$ cat config.mk
export PLATFORM = sky130hd
export DESIGN_NAME = ring_scrubber
export DESIGN_NICKNAME = d
export VERILOG_FILES = /design/src/rtl/scrub_pkg.sv /design/src/rtl/scrub_datapath.sv /design/src/rtl/scrub_ctrl.sv /design/src/rtl/ring_scrubber.sv
export SDC_FILE = /design/constraint.sdc
export NUM_CORES = 1
export LEC_CHECK = 0
export BUFFER_PORTS_ARGS = -buffer_cell sky130_fd_sc_hd__clkbuf_2
export CORE_ASPECT_RATIO = 2
export CORE_MARGIN = 2
export CORE_UTILIZATION = 30
export CTS_CLUSTER_SIZE = 20
export DETAILED_ROUTE_END_ITERATION = 8
export GPL_TIMING_DRIVEN = 0
export PLACE_DENSITY = 0.62
export SETUP_SLACK_MARGIN = 0.4
export SLEW_MARGIN = 0
export SYNTH_ARGS = -nofsm -noshare
export SYNTH_HDL_FRONTEND = slang
export SYNTH_SLANG_ARGS = --single-unit
$ cat constraint.sdc
create_clock -name clk -period 5.8 [get_ports clk]
set_input_delay 1.16 -clock clk [delete_from_list [all_inputs] [get_ports clk]]
set_output_delay 1.16 -clock clk [all_outputs]
set_load 0.1 [all_outputs]
$ cat src/rtl/scrub_pkg.sv
package scrub_pkg;

  // Packet position as seen by the control logic
  typedef enum logic [1:0] {
    ST_HDR  = 2'd0,  // next word is a header
    ST_PASS = 2'd1,  // forwarding the rest of a clean packet
    ST_DROP = 2'd2   // discarding the rest of a marked packet
  } scrubState_t;

  // Strobes from control to datapath
  typedef struct packed {
    logic load;       // capture the input word into the output register
    logic markDirty;  // the captured word is a header: set its marker bit
  } dpStrobe_t;

endpackage

$ cat src/rtl/scrub_datapath.sv
module scrub_datapath
  import scrub_pkg::*;
#(
  parameter int DATA_W    = 32,
  parameter int DIRTY_POS = 31
) (
  input  logic              clk,
  input  logic              rstN,
  input  dpStrobe_t         strobe,
  input  logic [DATA_W-1:0] inData,
  input  logic              inLast,
  input  logic              outAccept,
  output logic              canLoad,
  output logic              outValid,
  output logic [DATA_W-1:0] outData,
  output logic              outLast
);

  logic [DATA_W-1:0] nextWord;
  logic              validQ;
  logic [DATA_W-1:0] dataQ;
  logic              lastQ;

  // Per-bit select: only the marker position can be altered
  for (genvar g = 0; g < DATA_W; g++) begin : gBit
    if (g == DIRTY_POS) begin : gMark
      assign nextWord[g] = inData[g] | strobe.markDirty;
    end else begin : gCopy
      assign nextWord[g] = inData[g];
    end
  end

  // The register may be refilled when it is empty or being emptied now
  assign canLoad = !validQ || outAccept;

  always_ff @(posedge clk) begin
    if (!rstN) begin
      validQ <= 1'b0;
    end else if (strobe.load) begin
      validQ <= 1'b1;
    end else if (outAccept) begin
      validQ <= 1'b0;
    end
  end

  always_ff @(posedge clk) begin
    if (strobe.load) begin
      dataQ <= nextWord;
      lastQ <= inLast;
    end
  end

  assign outValid = validQ;
  assign outData  = dataQ;
  assign outLast  = lastQ;

endmodule

$ cat src/rtl/scrub_ctrl.sv
module scrub_ctrl
  import scrub_pkg::*;
#(
  parameter int CNT_W = 16
) (
  input  logic             clk,
  input  logic             rstN,
  input  logic             inValid,
  input  logic             inDirty,
  input  logic             inLast,
  input  logic             canLoad,
  output logic             inAccept,
  output dpStrobe_t        strobe,
  output logic [CNT_W-1:0] dropCount
);

  scrubState_t state, stateNext;
  logic        dropWord;
  logic        xfer;
  logic        hdrDrop;
  logic [CNT_W-1:0] cntQ;

  // A word is thrown away if it is a marked header or follows one
  assign dropWord = (state == ST_DROP) || ((state == ST_HDR) && inDirty);

  // Discarded words need no room downstream
  assign inAccept = dropWord || canLoad;
  assign xfer     = inValid && inAccept;
  assign hdrDrop  = xfer && (state == ST_HDR) && inDirty;

  always_comb begin
    strobe.load      = xfer && !dropWord;
    strobe.markDirty = (state == ST_HDR);
  end

  always_comb begin
    stateNext = state;
    if (xfer) begin
      unique case (state)
        ST_HDR: begin
          if (inLast)       stateNext = ST_HDR;
          else if (inDirty) stateNext = ST_DROP;
          else              stateNext = ST_PASS;
        end
        ST_PASS: if (inLast) stateNext = ST_HDR;
        ST_DROP: if (inLast) stateNext = ST_HDR;
        default: stateNext = ST_HDR;
      endcase
    end
  end

  always_ff @(posedge clk) begin
    if (!rstN) state <= ST_HDR;
    else       state <= stateNext;
  end

  always_ff @(posedge clk) begin
    if (!rstN)        cntQ <= '0;
    else if (hdrDrop) cntQ <= cntQ + 1'b1;
  end

  assign dropCount = cntQ;

endmodule

$ cat src/rtl/ring_scrubber.sv
module ring_scrubber
  import scrub_pkg::*;
#(
  parameter int DATA_W    = 32,
  parameter int DIRTY_POS = 31,
  parameter int CNT_W     = 16
) (
  input  logic              clk,
  input  logic              rstN,
  input  logic              inValid,
  input  logic [DATA_W-1:0] inData,
  input  logic              inLast,
  output logic              inAccept,
  output logic              outValid,
  output logic [DATA_W-1:0] outData,
  output logic              outLast,
  input  logic              outAccept,
  output logic [CNT_W-1:0]  dropCount
);

  dpStrobe_t strobe;
  logic      canLoad;

  scrub_ctrl #(
    .CNT_W(CNT_W)
  ) ctrl_i (
    .clk      (clk),
    .rstN     (rstN),
    .inValid  (inValid),
    .inDirty  (inData[DIRTY_POS]),
    .inLast   (inLast),
    .canLoad  (canLoad),
    .inAccept (inAccept),
    .strobe   (strobe),
    .dropCount(dropCount)
  );

  scrub_datapath #(
    .DATA_W   (DATA_W),
    .DIRTY_POS(DIRTY_POS)
  ) dp_i (
    .clk      (clk),
    .rstN     (rstN),
    .strobe   (strobe),
    .inData   (inData),
    .inLast   (inLast),
    .outAccept(outAccept),
    .canLoad  (canLoad),
    .outValid (outValid),
    .outData  (outData),
    .outLast  (outLast)
  );

endmodule

==> impl_metrics.ini, run 1 <==
[clock_network]
cts_resized = 0
cts_hold_buf = 0
cts_buffer_depth = 2
htree_levels = 2
cts_setup_buffers = 0
clock_latency_ps = 290
cts.sinks = 52
clk_pin_slew_ps = 70
cts-root-buf = clkbuf_16
tritoncts = built
cts_made_buffers = 5

[die]
io_pins = 88
dieArea_mm2 = 0.00707
initial_core_util_pct = 30.6
die_x_um = 60.5
dieHeight_um = 117
rows = 41
core_area_mm2 = 0.00626

[routing]
ant_nets = 0
num_vias = 1412
first_pass_iters = 6
drc = 0
wl_per_cell_um = 12.4
wl_um = 4000
drtIter0Drc = 51
viasPerCell = 4.39

[synth]
seq_area_frac_synth_pct = 71.6
synthXorXnorAreaFrac_pct = 5.03
yosysUniqueCellTypes = 29
synth_top_area_share_pct = 51.8
ys_warn_count = 0
avgSynthCellArea_um2 = 13.6
synth-compound-area-share_pct = 3.01
synth_fp_nets = 181
synth_area_mm2 = 0.00191
synth_top_family_by_area = simple AND/OR/NAND/NOR gates
yosys.area.top_type = edfxtp_1
synth_mux_area_share_pct = 1.57
synth-adder-area-share_pct = 1.96
synth_area_leaders = edfxtp_1 52%, dfxtp_1 20%, xnor2_1 3.2%, nor2_1 2.9%, ha_1 2.0%
ys_ff_latch = 52
synth-simple-area-share_pct = 15.0
syn_inst = 141

[flow_run]
drv_cap = 0

[setup_path]
worst-setup-path-type = primary input to output port
crit_arrival_ps = 1970
rrSetupSlack_ps = 3610
critPathTopFamily = buffers and inverters
crit_path_end_kind = output port
slowest_delay_ps = 380
cp_num_buf_inv = 2
critical-path-slowest-cell = clkbuf_2
rr_startpoint = ctrl_i.state[0]
r2r_end = dp_i.outData[23]
crit_chain = clkbuf_2, a21oi_1, nand2_1, clkbuf_2
r2r_cells = 6
cp_common_cell = clkbuf_2
start_kind = primary input
required_ps = 4640
path_max_fanout = 6

[sta]
fin_crit_sh_pct = 54.0
fmax_mhz = 319
slew_violations = 0
hold_violations = 0
maxSlewHeadroom_pct = 47.5
tightestPinTransition_ps = 786
setup_viol = 0
setup_ws_ps = 2670
fin_setup_tns_ps = 0
whs_ps = 472
fin_crit_ps = 3130
fin_worst_skew_ps = 6.34
rsz0062_at_grt = no

[min_path]
min_from = ctrl_i.state[0]
hold_path.class = register to register
hold_end = ctrl_i.state[0]
holdPathStages = 2

[power]
leakage_nw = 1.12
power_density_mw_per_mm2 = 352
peakVddDrop_mv = 0.169

[finish]
nets = 276
final_common_cell = clkbuf_2
diodes = 0
syn_to_final_growth_pct = 39.6
drive_above_1_share_pct = 42.8
final_cell_mix = 87 x clkbuf_2, 33 x edfxtp_1, 19 x dfxtp_1, 14 x nor2_1, 9 x nand2_1

[grt]
grt_pass1_vias = 1301
grt_max_degree = 21
overflow = 0
grt_util_all_layers_pct = 12.0
antenna_found_initial = 0
grt_pass1_wl_um = 6130

[placed_design]
io_buffers = 87
place_congestion = 0.787
dp_hpwl_um = 3100
pre_cts_slack_ps = 2670

[outcome]
outcome = completed
-- final cells by class --
type,instances,area (um2)
Timing Repair Buffer,88,463
Multi-Input combinational cell,82,512
Buffer,2,15.0
Clock inverter,2,60.1
Tap cell,86,108
Inverter,5,18.8
Clock buffer,5,125
Sequential cell,52,1370
Fill cell,626,3590
-- tightest hold or removal path, delay by kind of cell, from the launching register on --
family,cells,cell delay [ps]
AOI/OAI and AO/OA,1,60
and+or+nand+nor,1,60
DFF,1,320
-- report_power, final --
part,leakage (nW),total (mW),switching (mW),internal [mW]
registers,0.461,0.417,0.00475,0.412
clock network,0.0899,0.367,0.123,0.245
logic,0.573,0.156,0.130,0.0254
-- cells by family after synthesis --
kind of cell | Yosys count
AOI/OAI and AO/OA | 10
xor gates and xnor gates | 11
adders and majority gates | 3
buffers and inverters | 7
DFF | 52
muxes | 3
and+or+nand+nor | 55
-- worst max-delay path by stage --
stage               startpoint                to  slack [ps]  cells after the start
global placement    inData[31]  dp_i.outData[26]        1930                      4
CTS                 inData[31]          inAccept        2670                      4
finish              inData[31]          inAccept        2670                      4
global route        inData[31]          inAccept        2560                      4
floorplan           inData[31]   dp_i.outData[0]        2540                      3
detailed placement  inData[31]          inAccept        2670                      4
-- synthesized netlist by cell type --
cell type,count
a21oi_1,6
a221o_1,1
and2b_2,1
and3_1,1
and4_1,2
buf_6,1
clkbuf_1,1
clkinv_1,1
dfxtp_1,19
edfxtp_1,33
ha_1,3
inv_1,4
mux2i_1,3
nand2_1,9
nand2_4,1
nand2b_1,3
nand3_1,5
nand4_1,6
nor2_1,15
nor2b_1,1
nor3_1,4
nor4_1,4
o21ai_0,2
o31ai_1,1
or2_2,1
or3_2,1
or4_1,1
xnor2_1,7
xor2_1,4
-- per-layer routing --
layer | track usage, % | wire length, um
met1 | 12.4 | 1460
met2 | 20.7 | 2120
met3 | 3.63 | 325
met5 | 0 | 0
met4 | 6.67 | 93
-- per-stage QoR --
step	power [mW]	instance area [um2]	utilization, %	cells
3_3_place_gp	0.577	2460	39.3	314
3_5_place_dp	0.582	2490	39.7	315
4_1_cts	0.950	2670	42.7	322
2_1_floorplan	0.547	1910	-	141
6_report	0.939	2670	42.7	322
5_1_grt	0.969	2670	42.7	322
-- state kept, by name, indices dropped and copies added, names as in the netlist --
signal / flops
ctrl_i.dropCount: 16
dp_i.outValid: 1
ctrl_i.state: 2
dp_i.outData: 32
dp_i.outLast: 1
Power figures use the tool's default switching activity.
==> inputs of run 2 (changes only) <==
- PLACE_DENSITY: 0.62 -> 0.64
- clock period: 5.8 -> 2.71 ns (I/O delays scaled with it)
==> impl_metrics.ini, run 2 (same netlist as run 1, synthesis figures left out) <==
[setup_path]
required_ps = 2170
critPathTopFamily = buffers and inverters
r2r_cells = 5
cp_num_buf_inv = 2
rrSetupSlack_ps = 690
r2r_end = dp_i.outData[28]
crit_arrival_ps = 1660
start_kind = register
rr_startpoint = ctrl_i.state[1]
slowest_delay_ps = 360
path_max_fanout = 6
critical-path-slowest-cell = dfxtp_1
crit_path_end_kind = output port
worst-setup-path-type = register to output port
crit_chain = inv_1, ha_1, a21oi_1, nand2_1, buf_2

[die]
core_area_mm2 = 0.00626
dieHeight_um = 117
die_x_um = 60.5
initial_core_util_pct = 30.6
dieArea_mm2 = 0.00707
io_pins = 88
rows = 41

[sta]
slew_violations = 0
fmax_mhz = 454
fin_crit_sh_pct = 81.2
fin_worst_skew_ps = 6.25
setup_ws_ps = 509
whs_ps = 432
hold_violations = 0
fin_setup_tns_ps = 0
tightestPinTransition_ps = 563
setup_viol = 0
rsz0062_at_grt = no
maxSlewHeadroom_pct = 62.6
fin_crit_ps = 2200

[min_path]
holdPathStages = 1
min_from = inData[7]
hold_end = dp_i.outData[7]
hold_path.class = primary input to register

[clock_network]
clock_latency_ps = 290
htree_levels = 2
cts.sinks = 52
cts_made_buffers = 5
cts_buffer_depth = 2
cts-root-buf = clkbuf_16
tritoncts = built
clk_pin_slew_ps = 70

[finish]
final_cell_mix = 86 x clkbuf_2, 33 x edfxtp_1, 18 x dfxtp_1, 14 x nor2_1, 9 x nand2_1
syn_to_final_growth_pct = 36.7
multi_input_area_um2 = 528
drive_above_1_share_pct = 42.6
diodes = 0
fin_util_pct = 41.8
ff_latch_area_mm2 = 0.00137
finish.instance_area_mm2 = 0.00262
fillers = 612
nets = 276
layout.cells.non_filler = 323
final_common_cell = clkbuf_2
largest_reg_flops = 32

[power]
power_density_mw_per_mm2 = 697
netSwitchingPower_mw = 0.553
finalPower_mw = 1.82
sequentialPowerShare_pct = 48.9
comb_power_share_pct = 18.2
swShare_pct = 30.3
clockPowerShare_pct = 32.9
p_int_mw = 1.27
leakage_nw = 1.09
peakVddDrop_mv = 0.429

[routing]
wl_um = 4190
wl_per_cell_um = 13.0
first_pass_iters = 4
drc = 0
viasPerCell = 4.48
num_vias = 1448
drtIter0Drc = 40
ant_nets = 0

[grt]
grt_pass1_wl_um = 6000
antenna_found_initial = 0
grt_max_degree = 34
grt_util_all_layers_pct = 11.7
grt_pass1_vias = 1302
overflow = 0

[placed_design]
io_buffers = 87
place_congestion = 0.793
place_inst = 314
placed_cell_area_mm2 = 0.00247
pre_cts_slack_ps = 538
dp_hpwl_um = 3090

[outcome]
outcome = completed

[flow_run]
drv_cap = 0
run 2: changes by cell type in the layout (fill, tap and decap cells not counted), sizes merged:
cell      previous run  this run
nor2                15        16
bufinv               2         0
clkinv               1         2
clkinvlp             0         1
run 2: worst register-to-register path, cell delays in order, from the launching register on:
cell and delay [ps]:
dfxtp_1 360, inv_1 60, ha_1 250, a21oi_1 290
nand2_1 230, nor2_4 470
run 2: layout make-up:
class | instances | share of cell area [%]
tap | 86 | 4.11
inverter | 5 | 0.717
clock inverter | 2 | 0.430
multi-input combinational | 83 | 20.2
sequential | 52 | 52.4
clock buffer | 6 | 4.92
buffer | 2 | 0.574
timing repair buffer | 87 | 16.6
run 2: timing repair:
action | CTS | global route
resized for setup | 0 | 2
setup buffers | 0 | 0
endpoints found under the setup margin | 0 | 34
hold buffers | 0 | 0
run 2: worst max path at each step:
stage	startpoint	to	slack, ps	cells after the start
floorplan	ctrl_i.dropCount[0]	ctrl_i.dropCount[12]	400	6
global placement	inData[31]	dp_i.outData[12]	90	4
detailed placement	ctrl_i.state[0]	dp_i.outData[28]	540	5
CTS	ctrl_i.state[0]	inAccept	440	5
global route	ctrl_i.state[0]	inAccept	420	5
finish	ctrl_i.state[1]	inAccept	510	5
run 2: routing by layer:
layer,vias to the layer above,wire length (um),part of all wire (%),global-route usage [%]
li1,702,-,-,-
met1,679,1510,36,11.4
met2,59,2300,55,21.1
met3,8,278,6.6,3.41
met4,0,108,2.6,6.52
met5,-,0,0,0
run 2: power groups by stage:
stage                     clock [mW]  sequential, mW  combinational, mW
after detailed placement           0           0.911              0.329
after global placement             0           0.910              0.326
final                          0.601           0.893              0.331
after global routing           0.649           0.897              0.345
after CTS                      0.625           0.893              0.330
after floorplan                    0            1.13             0.0387
